`src/rtl/fp4dq_pkg.sv`:
```
package fp4dq_pkg;

    localparam int HALF_W = 4;               // element magnitude in units of 0.5
    localparam int SC_W   = 18;              // scale magnitude in units of 2^-9
    localparam int MAG_W  = HALF_W + SC_W;   // product in units of 2^-10

    typedef struct packed {
        logic       sgn;
        logic [1:0] ex;
        logic       man;
    } e2m1_t;

    typedef struct packed {
        logic       sgn;
        logic [3:0] ex;
        logic [2:0] man;
    } e4m3_t;

    typedef struct packed {
        e2m1_t code;
        e4m3_t scale;
    } elem_t;

    function automatic logic [HALF_W-1:0] e2m1_half(input e2m1_t c);
        logic [HALF_W-1:0] r;
        case ({c.ex, c.man})
            3'd0:    r = 4'd0;
            3'd1:    r = 4'd1;
            3'd2:    r = 4'd2;
            3'd3:    r = 4'd3;
            3'd4:    r = 4'd4;
            3'd5:    r = 4'd6;
            3'd6:    r = 4'd8;
            default: r = 4'd12;
        endcase
        return r;
    endfunction

    function automatic logic [SC_W-1:0] e4m3_mag(input e4m3_t s);
        if (s.ex == 4'd0)
            return SC_W'(s.man);
        return SC_W'({1'b1, s.man}) << (s.ex - 4'd1);
    endfunction

    function automatic logic e4m3_is_nan(input e4m3_t s);
        return &{s.ex, s.man};
    endfunction

endpackage

```
`src/rtl/fp4dq_unpack.sv`:
```
module fp4dq_unpack
    import fp4dq_pkg::*;
#(
    parameter int BLK_ELEMS = 16
) (
    input  logic        clk,
    input  logic        rst,
    input  logic        in_valid,
    output logic        in_ready,
    input  logic [7:0]  in_byte,
    input  logic [7:0]  in_scale,
    output logic        el_valid,
    input  logic        el_ready,
    output elem_t       el
);
    localparam int BYTES = BLK_ELEMS / 2;
    localparam int CNT_W = (BYTES > 1) ? $clog2(BYTES) : 1;

    logic             hold_v;
    logic             phase;      // 0: low nibble next, 1: high nibble next
    logic [7:0]       hold_byte;
    e4m3_t            blk_sc;
    logic [CNT_W-1:0] cnt;
    logic             take, accept;

    assign el_valid = hold_v;
    assign take     = el_valid && el_ready;
    assign in_ready = !hold_v || (take && phase);
    assign accept   = in_valid && in_ready;

    always_comb begin
        el.code  = phase ? e2m1_t'(hold_byte[7:4]) : e2m1_t'(hold_byte[3:0]);
        el.scale = blk_sc;
    end

    always_ff @(posedge clk) begin
        if (rst) begin
            hold_v    <= 1'b0;
            phase     <= 1'b0;
            hold_byte <= '0;
            blk_sc    <= '0;
            cnt       <= '0;
        end else if (accept) begin
            hold_byte <= in_byte;
            hold_v    <= 1'b1;
            phase     <= 1'b0;
            if (cnt == '0)
                blk_sc <= e4m3_t'(in_scale);
            cnt <= (cnt == CNT_W'(BYTES - 1)) ? '0 : cnt + 1'b1;
        end else if (take) begin
            if (phase) begin
                hold_v <= 1'b0;
                phase  <= 1'b0;
            end else begin
                phase <= 1'b1;
            end
        end
    end

    // once the low nibble has gone, the high nibble of the same byte is next
    p_high_follows_r2: assert property (@(posedge clk) disable iff (rst)
        (take && !phase) |=> (hold_v && phase));

    // no new byte may overwrite a byte whose high nibble is still pending
    p_no_overwrite_r2: assert property (@(posedge clk) disable iff (rst)
        (hold_v && !(take && phase)) |-> !in_ready);

    // a byte inside a block leaves the captured scale untouched
    p_scale_kept_r7: assert property (@(posedge clk) disable iff (rst)
        (accept && cnt != '0) |=> $stable(blk_sc));

endmodule

```
`src/rtl/fp4dq_outstage.sv`:
```
module fp4dq_outstage
    import fp4dq_pkg::*;
#(
    parameter int GS_W  = 16,
    parameter int OUT_W = MAG_W + GS_W + 1
) (
    input  logic                    clk,
    input  logic                    rst,
    input  logic                    el_valid,
    output logic                    el_ready,
    input  elem_t                   el,
    input  logic [GS_W-1:0]         gscale,
    output logic                    out_valid,
    input  logic                    out_ready,
    output logic signed [OUT_W-1:0] out_value,
    output logic                    out_nan
);
    localparam int FULL_W = MAG_W + GS_W;
    localparam logic signed [OUT_W-1:0] LIMIT =
        OUT_W'(12) * OUT_W'(229376) * OUT_W'({GS_W{1'b1}});

    logic [MAG_W-1:0]         mag;
    logic [FULL_W-1:0]        full;
    logic                     neg, nan;
    logic signed [OUT_W-1:0]  nxt;

    always_comb begin
        mag  = MAG_W'(e2m1_half(el.code)) * MAG_W'(e4m3_mag(el.scale));
        full = FULL_W'(mag) * FULL_W'(gscale);
        neg  = el.code.sgn ^ el.scale.sgn;
        nan  = e4m3_is_nan(el.scale);
        if (nan)
            nxt = '0;
        else if (neg)
            nxt = -$signed({1'b0, full});
        else
            nxt = $signed({1'b0, full});
    end

    assign el_ready = !out_valid || out_ready;

    always_ff @(posedge clk) begin
        if (rst) begin
            out_valid <= 1'b0;
            out_value <= '0;
            out_nan   <= 1'b0;
        end else if (el_ready) begin
            out_valid <= el_valid;
            if (el_valid) begin
                out_value <= nxt;
                out_nan   <= nan;
            end
        end
    end

    p_reset_idle_r1: assert property (@(posedge clk) rst |=> !out_valid);

    p_stall_hold_r8: assert property (@(posedge clk) disable iff (rst)
        (out_valid && !out_ready) |=> (out_valid && $stable(out_value) && $stable(out_nan)));

    p_nan_zero_r5: assert property (@(posedge clk) disable iff (rst)
        (out_valid && out_nan) |-> (out_value == '0));

    p_no_overflow_r6: assert property (@(posedge clk) disable iff (rst)
        out_valid |-> (out_value <= LIMIT && out_value >= -LIMIT));

endmodule

```
`src/rtl/fp4blk_dequant.sv`:
```
module fp4blk_dequant
    import fp4dq_pkg::*;
#(
    parameter int BLK_ELEMS = 16,
    parameter int GS_W      = 16,
    localparam int OUT_W    = MAG_W + GS_W + 1
) (
    input  logic                    clk,
    input  logic                    rst,
    input  logic                    in_valid,
    output logic                    in_ready,
    input  logic [7:0]              in_byte,
    input  logic [7:0]              in_scale,
    input  logic [GS_W-1:0]         gscale,
    output logic                    out_valid,
    input  logic                    out_ready,
    output logic signed [OUT_W-1:0] out_value,
    output logic                    out_nan
);
    logic  el_valid, el_ready;
    elem_t el;

    fp4dq_unpack #(.BLK_ELEMS(BLK_ELEMS)) u_unpack (
        .clk      (clk),
        .rst      (rst),
        .in_valid (in_valid),
        .in_ready (in_ready),
        .in_byte  (in_byte),
        .in_scale (in_scale),
        .el_valid (el_valid),
        .el_ready (el_ready),
        .el       (el)
    );

    fp4dq_outstage #(.GS_W(GS_W), .OUT_W(OUT_W)) u_out (
        .clk       (clk),
        .rst       (rst),
        .el_valid  (el_valid),
        .el_ready  (el_ready),
        .el        (el),
        .gscale    (gscale),
        .out_valid (out_valid),
        .out_ready (out_ready),
        .out_value (out_value),
        .out_nan   (out_nan)
    );

endmodule

```
`config.mk`:
```
export PLATFORM = sky130hd
export DESIGN_NAME = fp4blk_dequant
export DESIGN_NICKNAME = d
export VERILOG_FILES = /design/src/rtl/fp4dq_pkg.sv /design/src/rtl/fp4dq_unpack.sv /design/src/rtl/fp4dq_outstage.sv /design/src/rtl/fp4blk_dequant.sv
export SDC_FILE = /design/constraint.sdc
export NUM_CORES = 1
export LEC_CHECK = 0
export BUFFER_PORTS_ARGS = -buffer_cell sky130_fd_sc_hd__buf_2
export CORE_MARGIN = 3
export CORE_UTILIZATION = 55
export DETAILED_ROUTE_END_ITERATION = 16
export PLACE_DENSITY = 0.77
export SLEW_MARGIN = 20
export SYNTH_ARGS = -nofsm -noshare
export SYNTH_HDL_FRONTEND = slang
export SYNTH_SLANG_ARGS = --single-unit
```
`constraint.sdc`:
```
create_clock -name clk -period 19.9 [get_ports clk]
set_clock_uncertainty 0.1 [all_clocks]
set_input_delay 1.99 -clock clk [delete_from_list [all_inputs] [get_ports clk]]
set_output_delay 1.99 -clock clk [all_outputs]
set_load 0.02 [all_outputs]
```
After elaboration in Yosys (flattened, before gate mapping)
Index checks and enable logic that the tools add are counted.
{ "totals": {"out_inout_bits": 42, "mem_bits_rw": 0, "memories": 0, "reg_bits": 62, "elab_cells": 53, "in_bits": 36, "latch_bits": 0, "mem_bits_ro": 0} }
{ "op_classes": {"n_eq_ne": 7, "magnitude_cmp": 0, "reduce_logical": 17, "shift": 1, "mux": 12, "n_div": 0, "n_addsub": 3, "n_bitwise": 1, "mul": 2} }
{ "ops": {"columns": ["cell", "n"], "rows": [
  ["$mux W39", 2],
  ["$neg A38 Y39", 1],
  ["$mul A22 B16 Y38", 1],
  ["$mux W18", 2],
  ["$pmux W4 S7", 1],
  ["$mul A4 B18 Y22", 1],
  ["$shl A4 B4 Y18", 1],
  ["$eq A3 B3 Y1 const B", 4],
  ["$reduce_and A7 Y1", 1],
  ["$eq A3 B2 Y1 const B", 2],
  ["$logic_not A3 Y1", 2],
  ["$reduce_and A2 Y1", 3],
  ["$mux W1", 5],
  ["$logic_not A4 Y1", 1],
  ["$mux W4", 1],
  ["$reduce_bool A2 Y1", 2],
  ["$sub A4 B1 Y4 const B", 1],
  ["$add A3 B1 Y3 const B", 1],
  ["$eq A3 B1 Y1 const B", 1],
  ["$logic_and A1 B1 Y1", 3],
  ["$mux W3", 1],
  ["$logic_not A1 Y1", 2],
  ["$logic_or A1 B1 Y1", 2],
  ["$reduce_or A2 Y1", 1],
  ["$xor A1 B1 Y1", 1]
]} }

Logic depth before layout (Yosys ltp)
Gate-level depths: netlist of run 1.
{ "logic_depth": {"word_depth": 8, "mapped_depth": 51, "mapped_depth_nobuf": 46} }

By module
A second synthesis of run 1 with hierarchy kept.
{ "unflattened": {"hier_cells": 2171, "area_unflattened_um2": 17742.0} }
{ "by_module_without_submodules": {"columns": ["mod", "n_inst", "cells_each", "seq_area_each_um2", "area_per_inst_um2"], "rows": [
  ["fp4dq_outstage", 1, 2065, 820.8, 16761.1],
  ["fp4dq_unpack", 1, 106, 420.4, 980.9]
]} }

Worst setup path before layout of run 1
OpenSTA, ideal clock, no wires.
{ "synth_timing": {"path_type": "reg2reg", "from": "reg u_unpack.blk_sc, in the netlist u_unpack.el[3]", "to": "reg u_out.out_value[34]", "path_stages_with_launch": 50, "synth_period_minus_slack_ns": 12.632, "setup_time_ns": 0.124, "slack_ns": 7.268, "required_ns": 19.676, "arrival_ns": 12.408, "cell_sequence": "dfxtp_1 clkbuf_1 clkbuf_1 inv_1 ha_1 clkbuf_1 mux2_2 nand2_1 o21ai_1 a21boi_0 o31a_1 or2_2 fa_1 fa_1 inv_1 fa_1 a21o_1 a21oi_1 [... 14 more ...] fa_1 fa_1 inv_1 fa_1 inv_1 ha_1 clkbuf_1 a21o_1 o21bai_1 a221o_1 a311o_1 a21o_1 xnor2_1 nand2_1 or4_1 o31ai_2 xor2_1 o21ai_1"} }
{ "synth_between": {"elab_chain_len": 8} }
{ "synth_rtl": {"columns": ["item", "line_no", "text"], "rows": [
  ["from (decl)", "fp4dq_unpack.sv:22", "e4m3_t blk_sc;"],
  ["from (signal assigned)", "fp4dq_unpack.sv:48", "blk_sc <= e4m3_t'(in_scale);"],
  ["$sub A4 B1 Y4 or $logic_not A4 Y1 (tied branches)", "fp4dq_pkg.sv:42, fp4dq_pkg.sv:40", null],
  ["$shl A4 B4 Y18 or $mux W1 (tied branches)", "fp4dq_pkg.sv:42, fp4dq_pkg.sv:40", null],
  ["$mux W18", "fp4dq_pkg.sv:42", "return SC_W'({1'b1, s.man}) << (s.ex - 4'd1);"],
  ["$mul A4 B18 Y22", "fp4dq_outstage.sv:28", "mag = MAG_W'(e2m1_half(el.code)) * MAG_W'(e4m3_mag(el.scale));"],
  ["$mul A22 B16 Y38", "fp4dq_outstage.sv:29", "full = FULL_W'(mag) * FULL_W'(gscale);"],
  ["$neg A38 Y39", "fp4dq_outstage.sv:35", "nxt = -$signed({1'b0, full});"],
  ["$mux W39", "fp4dq_outstage.sv:34", "else if (neg)"],
  ["$mux W39 (*)", "fp4dq_outstage.sv:32", "if (nan)"],
  ["to (signal assigned)", "fp4dq_outstage.sv:50", "out_value <= nxt;"],
  ["to (decl)", "fp4dq_outstage.sv:15", "output logic signed [OUT_W-1:0] out_value,"]
]} }
Mark *: on every way between the ends. The rest lies on a longest branch, timed or not.
A chain may end at the register's enable or synchronous reset.

Worst setup path in the final report of run 1
{ "layout_timing": {"from": "reg u_unpack.blk_sc, in the netlist u_unpack.el[3]", "to": "reg u_out.out_value[35]"} }
Same word-level chain as after synthesis.

==> impl_metrics.yaml, run 1 <==
pwr:
  power.leakage_nw: 9.23
  power_mw: 0.589
  vdd_drop_max_mv: 0.0554
  p_per_area_mw_per_mm2: 31.8
worst_setup_path:
  arrival_ps: 13830
  cp.required_ps: 20000
  crit_type: "flip-flop to flip-flop"
  r2r_end: "u_out.out_value[35]$_SDFFE_PP0P_"
  path_delay_family: "adder cells"
  cp_slowest_stage_delay_ps: 680
  crit_path_end_kind: "flip-flop"
  cpMostUsedCell: "fa_1"
  cp.depth: 44
  critPathCapture: "u_out.out_value[35]$_SDFFE_PP0P_"
  ff2ff_setup_slack_ps: 6170
  rr_worst_depth: 44
  crit_start: "u_unpack.el[3]$_SDFFE_PP0P_"
  rr_startpoint: "u_unpack.el[3]$_SDFFE_PP0P_"
  critPathLaunchType: "flip-flop"
  crit_fanout: 16
  slowest_stage: "nor4_1"
  crit_buf_inv: 6
routing:
  wl_per_cell_um: 17.6
  firstDrtPassIters: 5
  drt-total-wl_mm: 44.9
  vias: 14600
  vias_per_cell: 5.73
  antenna_left: 0
  dr.first_iter.drc_count: 884
  drc: 0
placed_design:
  dp_slack_ps: 6370
  dp_hpwl_mm: 35.0
  port_buffers: 77
  finalWeightedCongestion: 0.921
clock_network:
  cts_setup_buffers: 0
  numCtsBuffers: 9
  clkLatencyLatePin_ps: 330
  cts_resized: 0
  cts_buffer_depth: 2
  ctsHoldBuffers: 0
  htree_levels: 3
  root_buffer: "clkbuf_16"
  tritoncts: "yes"
  cts.sinks: 62
  clk_pin_slew_ps: 60
sta:
  slew_violations: 0
  rsz0062_at_grt: "false"
  fin_crit_sh_pct: 69.0
  finalCriticalPeriod_ps: 13730
  slew_headroom_pct: 24.1
  fin_ws_ps: 6170
  hold_viol: 0
  setup_violations: 0
  worstMarginPinSlew_ps: 1130
  max_freq_mhz: 72.8
  setup-tns-final_ps: 0
yosys:
  ys_warn_count: 0
  synth-async-reset-ratio_pct: 0
  synthXorXnorAreaFrac_pct: 4.31
  synth_common_cells: "395 x inv_1, 310 x fa_1, 296 x nand2_1, 153 x and2_1, 146 x nor2_1"
  synthFlopType: "dfxtp_1"
  synth_fa_ha_area_share_pct: 45.6
  yosysMostFrequentCell: "inv_1"
  syn_area_mm2: 0.0175
  ys_ff_latch: 62
  synth_top_family_by_area: "adder cells"
  synthSimpleGateAreaFrac_pct: 20.3
  synth_top_cell_by_area: "fa_1"
  seq_area_frac_synth_pct: 7.10
  synth_compound_area_share_pct: 11.0
  syn_nets: 2632
  avgSynthCellArea_um2: 8.16
  muxShareOfSynthArea_pct: 0.873
  yosysTopAreaCellShare_pct: 35.5
  synth_edf_count: 0
  yosys-top-cells-area: "fa_1 35%, ha_1 10%, inv_1 8.5%"
  syn_inst: 2144
  synth_cell_types: 75
global_route:
  overflow: 0
  grt_first_pass_wirelength_mm: 75.8
  grt_max_degree: 50
  grt_pass1_vias: 15300
  grt_usage_pct: 27.5
  grt_antenna_before_repair: 0
die:
  dieArea_mm2: 0.0340
  start_util_pct: 56.4
  pin_count: 78
  rows: 64
  dieHeight_um: 184
  die_w_um: 184
  core_mm2: 0.0310
cells_and_area:
  nNetsFinal: 2633
  postLayoutCoreUtil_pct: 59.8
  nFillCells: 2743
  area_growth_syn_to_layout_pct: 5.90
  antenna_cells: 0
  drive_gt1_share_pct: 7.16
worst_hold_path:
  hp-class: "flip-flop to flip-flop"
  min_path_cells: 2
run:
  cap_viol_max_count: 0
outcome:
  status: "finished, final reports clean"
-- area by class of cell --
type                       count  area, um2  area share [%]
clock buffer                  10        239            1.29
clock inverter                 6       85.1           0.459
inverter                     395       1480            8.01
multi-input combinational   1584      14500            78.1
sequential                    62       1240            6.70
tap                          396        495            2.68
timing repair buffer          93        505            2.73
-- per-stage QoR --
stage	hold slack, ps	instances	instance area [um2]
final	352	2546	18500
after global routing	386	2546	18500
after CTS	360	2546	18500
after detailed placement	343	2530	18200
after global placement	338	2530	18200
after floorplan	336	2144	17500
-- worst min-delay path by stage --
stage	end	slack (ps)	from
detailed placement	u_out.out_value[29]$_SDFFE_PP0P_	340	u_out.out_value[29]$_SDFFE_PP0P_
floorplan	u_unpack.hold_byte[3]$_SDFFE_PP0P_	340	u_unpack.hold_byte[3]$_SDFFE_PP0P_
CTS	u_out.out_value[29]$_SDFFE_PP0P_	360	u_out.out_value[29]$_SDFFE_PP0P_
global placement	u_out.out_value[27]$_SDFFE_PP0P_	340	u_out.out_value[27]$_SDFFE_PP0P_
finish	u_out.out_value[27]$_SDFFE_PP0P_	350	u_out.out_value[27]$_SDFFE_PP0P_
global route	u_out.out_value[26]$_SDFFE_PP0P_	390	u_out.out_value[26]$_SDFFE_PP0P_
-- per-layer routing --
| layer | up-vias | track usage [%] | share of wire (%) |
|---|---|---|---|
| met4 | 0 | 9.98 | 4.0 |
| met1 | 7224 | 35.0 | 39 |
| met5 | - | 0 | 0 |
| met3 | 124 | 4.46 | 6.9 |
| met2 | 534 | 47.7 | 50 |
| li1 | 6699 | - | - |
-- cells in the final DEF, fill, tap and decap left out, types with 5 or more instances in the layout --
| cell type | n |
|---|---|
| o31ai_1 | 11 |
| a21oi_1 | 69 |
| o41ai_1 | 5 |
| a21o_1 | 20 |
| and2_1 | 153 |
| and3_1 | 9 |
| nand2b_1 | 22 |
| a211oi_1 | 10 |
| nor4_1 | 6 |
| xor2_1 | 27 |
| a22oi_1 | 30 |
| o21ai_0 | 49 |
| buf_4 | 16 |
| buf_2 | 77 |
| o21a_1 | 7 |
| or2_2 | 12 |
| nand2_1 | 296 |
| fa_1 | 310 |
| ha_1 | 142 |
| nor3_1 | 25 |
| o22a_1 | 5 |
| inv_1 | 395 |
| o211ai_1 | 5 |
| o21ai_1 | 5 |
| a31oi_1 | 19 |
| xnor2_2 | 8 |
| nand3_1 | 23 |
| clkbuf_16 | 9 |
| dfxtp_1 | 62 |
| nor2b_1 | 12 |
| nor2_1 | 146 |
| mux2i_1 | 13 |
| nand4_1 | 7 |
| or3_1 | 12 |
| xnor2_1 | 47 |
| o21bai_1 | 8 |
-- where the power goes --
part | switching (mW) | total, mW | internal [mW]
logic | 0.179 | 0.278 | 0.0988
clock network | 0.0559 | 0.168 | 0.112
registers | 0.00889 | 0.143 | 0.134
-- tightest hold or removal path, cell delays in order, from the launching register on --
cell and delay, ps:
dfxtp_1 320, nand2_1 40, o21ai_0 60
-- state kept, by name (all words and copies together), names as in the netlist --
name,count
u_out.out_value,39
u_unpack.el,8
u_unpack.hold_byte,8
u_unpack.cnt,3
u_out.out_nan,1
u_out.out_valid,1
u_unpack.el_valid,1
u_unpack.phase,1
-- cells by family (layout without fill, tap and decap cells) --
logic type	after synthesis	in the layout
buffers and inverters	498	504
XOR/XNOR	86	86
AND/OR/NAND/NOR	743	743
flip-flops	62	62
multiplexers	15	15
adder cells (fa/ha/maj)	452	452
AO/OA/AOI/OAI	288	288
Power figures use the tool's default switching activity.
==> run 2: changes to the inputs <==
- clock period: 19.9 -> 13.95 ns (I/O delays scaled with it)
==> impl_metrics.yaml, run 2 (synthesized netlist as in run 1, its figures left out) <==
die:
  rows: 64
  dieArea_mm2: 0.0340
  start_util_pct: 56.4
  die_w_um: 184
  dieHeight_um: 184
  pin_count: 78
  core_mm2: 0.0310
cells_and_area:
  largest_reg_flops: 39
  postLayoutCoreUtil_pct: 60.0
  area_growth_syn_to_layout_pct: 6.34
  final_cell_mix: "395 x inv_1, 310 x fa_1, 296 x nand2_1"
  drive_gt1_share_pct: 7.38
  regMostFlops: "u_out.out_value"
  seq_area_mm2: 0.00124
  multi_input_area_mm2: 0.0145
  fin_cells: 2550
  final_common_cell: "inv_1"
  nNetsFinal: 2637
  nFillCells: 2673
  antenna_cells: 0
sta:
  max_freq_mhz: 76.1
  slew_headroom_pct: 24.4
  worstMarginPinSlew_ps: 1130
  holdWs_ps: 349
  hold_viol: 0
  rsz0062_at_grt: "false"
  fin_crit_sh_pct: 94.1
  slew_violations: 0
  finalCriticalPeriod_ps: 13130
  fin_ws_ps: 817
  setup_violations: 0
  setup-tns-final_ps: 0
global_route:
  overflow: 0
  grt_pass1_vias: 15300
  grt_usage_pct: 27.3
  grt_first_pass_wirelength_mm: 75.2
  grt_max_degree: 50
  grt_antenna_before_repair: 0
routing:
  met2_length_mm: 22.3
  wl_per_cell_um: 17.5
  vias_per_cell: 5.77
  route.met3.wl_mm: 3.21
  firstDrtPassIters: 6
  drt-total-wl_mm: 44.6
  routed.top_layer: "met4"
  antenna_left: 0
  vias: 14700
  drc: 0
  dr.first_iter.drc_count: 846
  drt-met1-wl_mm: 17.3
placed_design:
  dp.cells: 2534
  dp_hpwl_mm: 34.9
  port_buffers: 77
  finalWeightedCongestion: 0.910
  dp_slack_ps: 571
worst_setup_path:
  cp_slowest_stage_delay_ps: 590
  slowest_stage: "or4_4"
  arrival_ps: 13220
  crit_fanout: 16
  crit_buf_inv: 6
  cp.required_ps: 14040
  critPathLaunchType: "flip-flop"
  cpMostUsedCell: "fa_1"
  path_delay_family: "adder cells"
  crit_type: "flip-flop to flip-flop"
  crit_path_end_kind: "flip-flop"
clock_network:
  ctsHoldBuffers: 0
  cts_buffer_depth: 2
  cts_resized: 0
  root_buffer: "clkbuf_16"
  numCtsBuffers: 9
  htree_levels: 3
  tritoncts: "yes"
  cts_setup_buffers: 0
  cts.sinks: 62
  clkLatencyLatePin_ps: 330
  clk_pin_slew_ps: 60
run:
  cap_viol_max_count: 0
pwr:
  vdd_drop_max_mv: 0.0700
  power.leakage_nw: 9.28
  p_per_area_mw_per_mm2: 47.3
worst_hold_path:
  hp-class: "flip-flop to flip-flop"
outcome:
  status: "finished, final reports clean"
## run 2: cell types whose count changed in the layout (fill, tap and decap cells not counted), sizes merged
cell	change
clkinv	+1
clkbuf	-1
clkinvlp	-2
bufinv	+2
buf	+4
## run 2: through the flow
| stage | power [mW] | cell area, um2 |
|---|---|---|
| finish | 0.880 | 18600 |
| global route | 0.936 | 18600 |
| CTS | 0.878 | 18600 |
| detailed placement | 0.598 | 18200 |
| global placement | 0.587 | 18200 |
| floorplan | 0.495 | 17500 |
## run 2: worst min-delay path, stage by stage, from the launching register on
cell,delay (ps)
dfxtp_1,320
nand2_1,40
o21ai_0,60
## run 2: layer usage
| metal | vias to the layer above | track usage, % |
|---|---|---|
| met5 | - | 0 |
| li1 | 6708 | - |
| met3 | 139 | 4.58 |
| met4 | 0 | 9.13 |
| met1 | 7280 | 34.0 |
| met2 | 576 | 48.2 |
## run 2: area by class of cell
cell class	count	share of cell area [%]
clock buffers	9	1.21
clock inverters	7	0.787
inverters	395	7.97
multi-input cells	1584	77.8
flip-flops and latches	62	6.68
well taps	396	2.66
repair buffers	97	2.88
## run 2: worst paths after layout
kind              cells past startpoint                        startpoint                          endpoint  slack (ps)
setup / recovery                     45       u_unpack.el[3]$_SDFFE_PP0P_  u_out.out_value[34]$_SDFFE_PP0P_         820
hold / removal                        2  u_out.out_value[26]$_SDFFE_PP0P_  u_out.out_value[26]$_SDFFE_PP0P_         350
setup reg to reg                     45       u_unpack.el[3]$_SDFFE_PP0P_  u_out.out_value[34]$_SDFFE_PP0P_         820
hold reg to reg                       2  u_out.out_value[26]$_SDFFE_PP0P_  u_out.out_value[26]$_SDFFE_PP0P_         350
## run 2: report_power, final
group	internal [mW]	switching [mW]	total, mW
Clock	0.193	0.0824	0.276
Combinational	0.142	0.260	0.402
Sequential	0.191	0.0114	0.202
Total	0.526	0.354	0.880
